File: src/rtl/esc_pkg.sv
package esc_pkg;
  localparam int unsigned ESC_LINES = 8;
  localparam int unsigned ESC_TS_W  = 16;
  localparam int unsigned ESC_DEPTH = 11;

  // Occupancy change selected by accepted write/take pair
  typedef enum logic [1:0] {
    OCC_HOLD = 2'b00,
    OCC_DEC  = 2'b01,
    OCC_INC  = 2'b10,
    OCC_SWAP = 2'b11
  } occ_op_e;
endpackage

File: src/rtl/esc_edge_detect.sv
module esc_edge_detect #(
  parameter int unsigned LINES = 8
) (
  input  logic             clk,
  input  logic             rst_n,
  input  logic [LINES-1:0] lines_in,
  input  logic [LINES-1:0] rise_en,
  input  logic [LINES-1:0] fall_en,
  output logic             ev_hit,
  output logic [LINES-1:0] ev_map
);
  for (genvar i = 0; i < LINES; i++) begin : g_line
    logic meta_q, sync_q, prev_q;
    always_ff @(posedge clk or negedge rst_n) begin
      if (!rst_n) begin
        meta_q <= 1'b0;
        sync_q <= 1'b0;
        prev_q <= 1'b0;
      end else begin
        meta_q <= lines_in[i];
        sync_q <= meta_q;
        prev_q <= sync_q;
      end
    end
    assign ev_map[i] = (sync_q & ~prev_q & rise_en[i]) |
                       (~sync_q & prev_q & fall_en[i]);
  end

  assign ev_hit = |ev_map;
endmodule

File: src/rtl/esc_fifo.sv
module esc_fifo
  import esc_pkg::*;
#(
  parameter int unsigned W     = 24,
  parameter int unsigned DEPTH = 11
) (
  input  logic         clk,
  input  logic         rst_n,
  input  logic         wr_req,
  input  logic [W-1:0] wr_data,
  input  logic         rd_req,
  output logic         wr_acc,
  output logic         rd_acc,
  output logic [W-1:0] head,
  output logic         empty,
  output logic         full,
  output logic         almost_full
);
  localparam int unsigned PW = (DEPTH > 1) ? $clog2(DEPTH) : 1;
  localparam int unsigned CW = $clog2(DEPTH + 1);
  localparam logic [PW-1:0] LAST = PW'(DEPTH - 1);

  logic [W-1:0]  mem [DEPTH];
  logic [PW-1:0] wr_ptr, rd_ptr;
  logic [CW-1:0] count;
  occ_op_e       op;

  function automatic logic [PW-1:0] bump(input logic [PW-1:0] p);
    return (p == LAST) ? '0 : p + 1'b1;
  endfunction

  assign empty       = (count == '0);
  assign full        = (count == CW'(DEPTH));
  assign almost_full = (count == CW'(DEPTH - 1));
  assign rd_acc      = rd_req && !empty;
  assign wr_acc      = wr_req && (!full || rd_acc);
  assign head        = mem[rd_ptr];
  assign op          = occ_op_e'({wr_acc, rd_acc});

  always_ff @(posedge clk) begin
    if (wr_acc) mem[wr_ptr] <= wr_data;
  end

  always_ff @(posedge clk or negedge rst_n) begin
    if (!rst_n) begin
      wr_ptr <= '0;
      rd_ptr <= '0;
      count  <= '0;
    end else begin
      if (wr_acc) wr_ptr <= bump(wr_ptr);
      if (rd_acc) rd_ptr <= bump(rd_ptr);
      case (op)
        OCC_INC: count <= count + 1'b1;
        OCC_DEC: count <= count - 1'b1;
        default: count <= count;
      endcase
    end
  end

  // occupancy never exceeds the depth
  p_count_bound_r6: assert property (@(posedge clk) disable iff (!rst_n)
    count <= CW'(DEPTH));

  // a presented record holds until taken
  p_head_hold_r6: assert property (@(posedge clk) disable iff (!rst_n)
    (!empty && !rd_req) |=> (!empty && $stable(head)));

  // a take from an empty queue changes nothing
  p_empty_take_r6: assert property (@(posedge clk) disable iff (!rst_n)
    (empty && rd_req && !wr_req) |=> empty);

  // a record arriving at a full queue without a take is dropped
  p_drop_full_r7: assert property (@(posedge clk) disable iff (!rst_n)
    (full && wr_req && !rd_req) |=> (full && $stable(wr_ptr)));
endmodule

File: src/rtl/esc_ctrl.sv
module esc_ctrl (
  input  logic clk,
  input  logic rst_n,
  input  logic wr_req,
  input  logic wr_acc,
  input  logic rd_acc,
  input  logic was_empty,
  input  logic near_full,
  input  logic irq_first_en,
  input  logic irq_full_en,
  input  logic stat_rd,
  output logic ovf_flag,
  output logic irq
);
  logic drop, first_hit, fill_hit;

  assign drop      = wr_req && !wr_acc;
  assign first_hit = irq_first_en && wr_acc && was_empty;
  assign fill_hit  = irq_full_en && wr_acc && !rd_acc && near_full;

  always_ff @(posedge clk or negedge rst_n) begin
    if (!rst_n) begin
      ovf_flag <= 1'b0;
      irq      <= 1'b0;
    end else begin
      if (drop)         ovf_flag <= 1'b1;
      else if (stat_rd) ovf_flag <= 1'b0;
      irq <= first_hit || fill_hit;
    end
  end

  // overflow flag is sticky until a status read
  p_ovf_sticky_r8: assert property (@(posedge clk) disable iff (!rst_n)
    (ovf_flag && !stat_rd) |=> ovf_flag);

  // a dropped record raises the overflow flag
  p_ovf_set_r7: assert property (@(posedge clk) disable iff (!rst_n)
    drop |=> ovf_flag);

  // every interrupt pulse follows an accepted write
  p_irq_cause_r9: assert property (@(posedge clk) disable iff (!rst_n)
    $rose(irq) |-> $past(wr_acc));
endmodule

File: src/rtl/edge_stamp_capture.sv
module edge_stamp_capture
  import esc_pkg::*;
#(
  parameter int unsigned LINES = ESC_LINES,
  parameter int unsigned TS_W  = ESC_TS_W,
  parameter int unsigned DEPTH = ESC_DEPTH
) (
  input  logic                  clk,
  input  logic                  rst_n,
  input  logic [LINES-1:0]      lines_in,
  input  logic [LINES-1:0]      rise_en,
  input  logic [LINES-1:0]      fall_en,
  input  logic [TS_W-1:0]       timer,
  input  logic                  irq_first_en,
  input  logic                  irq_full_en,
  input  logic                  stat_rd,
  output logic                  rd_valid,
  input  logic                  rd_ready,
  output logic [LINES+TS_W-1:0] rd_data,
  output logic                  ovf_flag,
  output logic                  irq
);
  localparam int unsigned W = LINES + TS_W;

  logic             ev_hit;
  logic [LINES-1:0] ev_map;
  logic             wr_acc, rd_acc, empty, full, almost_full;

  esc_edge_detect #(.LINES(LINES)) u_edge (
    .clk(clk), .rst_n(rst_n), .lines_in(lines_in),
    .rise_en(rise_en), .fall_en(fall_en),
    .ev_hit(ev_hit), .ev_map(ev_map)
  );

  esc_fifo #(.W(W), .DEPTH(DEPTH)) u_fifo (
    .clk(clk), .rst_n(rst_n),
    .wr_req(ev_hit), .wr_data({ev_map, timer}),
    .rd_req(rd_ready), .wr_acc(wr_acc), .rd_acc(rd_acc),
    .head(rd_data), .empty(empty), .full(full), .almost_full(almost_full)
  );

  esc_ctrl u_ctrl (
    .clk(clk), .rst_n(rst_n),
    .wr_req(ev_hit), .wr_acc(wr_acc), .rd_acc(rd_acc),
    .was_empty(empty), .near_full(almost_full),
    .irq_first_en(irq_first_en), .irq_full_en(irq_full_en),
    .stat_rd(stat_rd), .ovf_flag(ovf_flag), .irq(irq)
  );

  assign rd_valid = !empty;

  // a full-queue write paired with a take raises no overflow
  p_swap_no_ovf_r11: assert property (@(posedge clk) disable iff (!rst_n)
    (full && ev_hit && rd_ready && !ovf_flag && !stat_rd) |=> !ovf_flag);
endmodule

File: config.mk
export PLATFORM = sky130hd
export DESIGN_NAME = edge_stamp_capture
export DESIGN_NICKNAME = d
export VERILOG_FILES = /design/src/rtl/esc_pkg.sv /design/src/rtl/esc_edge_detect.sv /design/src/rtl/esc_fifo.sv /design/src/rtl/esc_ctrl.sv /design/src/rtl/edge_stamp_capture.sv
export SDC_FILE = /design/constraint.sdc
export NUM_CORES = 1
export LEC_CHECK = 0
export BUFFER_PORTS_ARGS = -buffer_cell sky130_fd_sc_hd__buf_2
export CORE_ASPECT_RATIO = 0.7
export CORE_UTILIZATION = 50
export DETAILED_ROUTE_END_ITERATION = 10
export GPL_TIMING_DRIVEN = 1
export HOLD_SLACK_MARGIN = 0.02
export PLACE_DENSITY_LB_ADDON = 0.25
export SLEW_MARGIN = 25
export SYNTH_ARGS = -nofsm -noshare
export SYNTH_HDL_FRONTEND = slang
export SYNTH_SLANG_ARGS = --single-unit
File: constraint.sdc
create_clock -name clk -period 4 [get_ports clk]
set_input_delay 0.2 -clock clk [delete_from_list [all_inputs] [get_ports clk]]
set_output_delay 0.2 -clock clk [all_outputs]
set_load 0.03 [all_outputs]
==> flow_metrics.env <==
export IMPL_status="finished clean"
export IMPL_globalRouteTotalUtil_pct=18.74
export IMPL_drc_errors=0
export IMPL_cts_buffers=28
export IMPL_avgSynthCellArea_um2=18.49
export IMPL_cap_violations=0
export IMPL_die_y_um=129.4
export IMPL_rows=46
export IMPL_syn_nets=677
export IMPL_grt_pass1_vias=5954
export IMPL_drv_slew=0
export IMPL_yosysUniqueCellTypes=36
export IMPL_end_kind="register"
export IMPL_synth_top_area_share_pct=68.37
export IMPL_initial_core_util_pct=51.13
export IMPL_netlist_area_mm2=0.01159
export IMPL_slew_headroom_pct=33.22
export IMPL_gp_congestion=0.7696
export IMPL_dieArea_mm2=0.02381
export IMPL_layout_nets=797
export IMPL_r2r_end="u_fifo.count[3]"
export IMPL_cts_root_buf="clkbuf_16"
export IMPL_clk_pin_slew_ns=0.06
export IMPL_final_cell_mix="264 x edfxtp_1, 72 x buf_2, 64 x nand2_1, 60 x o21ai_0, 49 x mux2i_1"
export IMPL_drt_iter0_drc=374
export IMPL_layout_min_cycle_time_ns=3.058
export IMPL_ir_worst_vdd_mv=0.5192
export IMPL_cts_sinks=302
export IMPL_critPathLaunchType="register"
export IMPL_layout_commonest_cell="edfxtp_1"
export IMPL_min_to="u_ctrl.irq"
export IMPL_antenna_cells=0
export IMPL_fin_util_pct=59.85
export IMPL_reg2regPathDepth=13
export IMPL_fmax_mhz=327.0
export IMPL_fill_cells=1673
export IMPL_area_growth_pct=17.05
export IMPL_finalSetupTns_ns=0
export IMPL_required_ns=4.41
export IMPL_overflow=0
export IMPL_clock_skew_ns=0.009993
export IMPL_finalSetupViolations=0
export IMPL_crit_fanout=13
export IMPL_arrival_ns=3.47
export IMPL_num_vias=5789
export IMPL_via_per_inst=5.360
export IMPL_yosys_area_top_type="edfxtp_1"
export IMPL_cts_buffer_depth=3
export IMPL_die_w_um=184.0
export IMPL_reg2reg_setup_slack_ns=0.94
export IMPL_hold_violations=0
export IMPL_drive_gt1_share_pct=25.39
export IMPL_ys_seq_area_share_pct=76.57
export IMPL_worstSetupPathType="register to register"
export IMPL_r2r_start="u_edge.g_line[1].sync_q"
export IMPL_power_density_mw_per_mm2=730.9
export IMPL_startpoint="u_edge.g_line[1].sync_q"
export IMPL_antenna_found_initial=0
export IMPL_fin_crit_sh_pct=76.45
export IMPL_ant_nets=0
export IMPL_wl_per_cell_um=19.64
export IMPL_core_mm2=0.02268
export IMPL_hold_start="irq_full_en"
export IMPL_stdcell_area_mm2=0.01357
export IMPL_hp_class="input pin to register"
export IMPL_htreeDepth=1
export IMPL_port_buffers=72
export IMPL_yosys_warnings=0
export IMPL_rsz0062_at_grt="false"
export IMPL_synth_seq_cells=302
export IMPL_syn_inst=627
export IMPL_dpl_cell_area_mm2=0.01245
export IMPL_routed_wl_um=21210
export IMPL_yosys_top_cells_area="edfxtp_1 68%, mux4_2 9.3%, dfrtp_1 8.2%"
export IMPL_worstMarginPinSlew_ns=1.002
export IMPL_grt_pass1_wl_um=33440
export IMPL_whs_path_depth=4
export IMPL_hpwl_um=12630
export IMPL_drt_pass1_iter_count=4
export IMPL_leakage_nw=4.772
export IMPL_multiInputGateArea_mm2=0.002605
export IMPL_cts_tree="yes"
export IMPL_clkLatencyLatePin_ns=0.54
export IMPL_seqCellArea_mm2=0.008886
export IMPL_grt_max_degree=49
export IMPL_num_io_pins=73
export IMPL_post_cts_buffers=0
per-stage QoR:
stage,power [mW],std cells,setup WS [ns],hold slack [ns]
detailed placement,7.572,1002,0.7318,0.3093
global placement,7.456,1002,0.9484,0.3079
floorplan,6.572,627,0.2666,-0.09559
finish,9.919,1080,0.9421,0.1231
global route,10.45,1080,0.7355,0.1376
CTS,10.04,1080,0.7301,0.09203
critical path, stage by stage (launching register included):
cell	delay, ns
dfrtp_1	0.36
nand3b_1	0.11
o21ai_0	0.09
buf_4	0.19
or4_1	0.58
o21ai_1	0.15
buf_4	0.21
ha_1	0.23
ha_1	0.25
a21o_2	0.21
a21oi_1	0.18
xnor2_1	0.14
nor2_1	0.07
xor2_1	0.14
layout make-up:
cell class | instances | share of cell area [%]
Sequential cell | 302 | 65.47
Multi-Input combinational cell | 287 | 19.19
Timing Repair Buffer | 123 | 6.066
Clock buffer | 37 | 5.485
Tap cell | 312 | 2.876
Clock inverter | 14 | 0.7652
Inverter | 5 | 0.1383
metal layers:
layer / vias up / GRT usage, % / wire (um)
met2: 125 / 30.93 / 10180
met3: 30 / 2.558 / 1009
met1: 2941 / 27.12 / 9679
met4: 0 / 3.971 / 345
li1: 2693 / - / -
met5: - / 0 / 0
repair_timing:
action,CTS,global route
hold buffers,27,0
endpoints found under the hold margin,223,0
resized for setup,0,0
synthesized netlist by cell type, drive strengths merged:
library cell,instances
nand3b,8
mux4,48
and2,1
nand2b,2
nor2,12
a211oi,1
inv,5
edfxtp,264
nor3,4
a31oi,1
nand2,64
ha,3
mux2i,49
nand3,1
nor3b,2
a21oi,2
nor2b,3
xnor2,4
mux2,1
a21o,2
nor4,1
o211ai,1
clkbuf,21
fa,1
o21ai,66
nand4,1
dfrtp,38
buf,12
o22ai,1
or4,4
xor2,2
or3,2
report_power, final:
part	leakage (nW)	total [mW]	switching [mW]	internal, mW
logic	1.50	3.04	1.80	1.23
registers	2.86	4.44	0.414	4.02
clock network	0.410	2.45	1.07	1.37
registers in the layout, summed over array words and instances, names as in the netlist:
signal and flops:
u_fifo.mem 264, u_ctrl.irq 1, u_edge.g_line.prev_q 8, u_fifo.count 4, u_edge.g_line.sync_q 8, u_edge.g_line.meta_q 8
u_fifo.rd_ptr 4, u_ctrl.ovf_flag 1, u_fifo.wr_ptr 4
how the worst max path moves through the flow:
stage                             endpoint  slack (ns)  cells after the start
after floorplan           u_fifo.mem[4][0]        0.27                      5
after global placement     u_fifo.count[3]        0.95                     12
after detailed placement   u_fifo.count[3]        0.73                     12
after CTS                  u_fifo.count[3]        0.73                     12
after global routing       u_fifo.count[3]        0.74                     12
final                      u_fifo.count[3]        0.94                     13
cell families (layout without fill, tap and decap cells):
logic type	count (synthesis)	in the layout	share of synthesized area, %
adders and majority gates	4	4	0.4964
buffers and inverters	38	179	1.392
AOI/OAI and AO/OA	74	74	3.313
DFF	302	302	76.57
and+or+nand+nor	105	105	4.122
muxes	98	98	13.65
xor gates and xnor gates	6	6	0.4532
(Power assumes the default switching activity.)
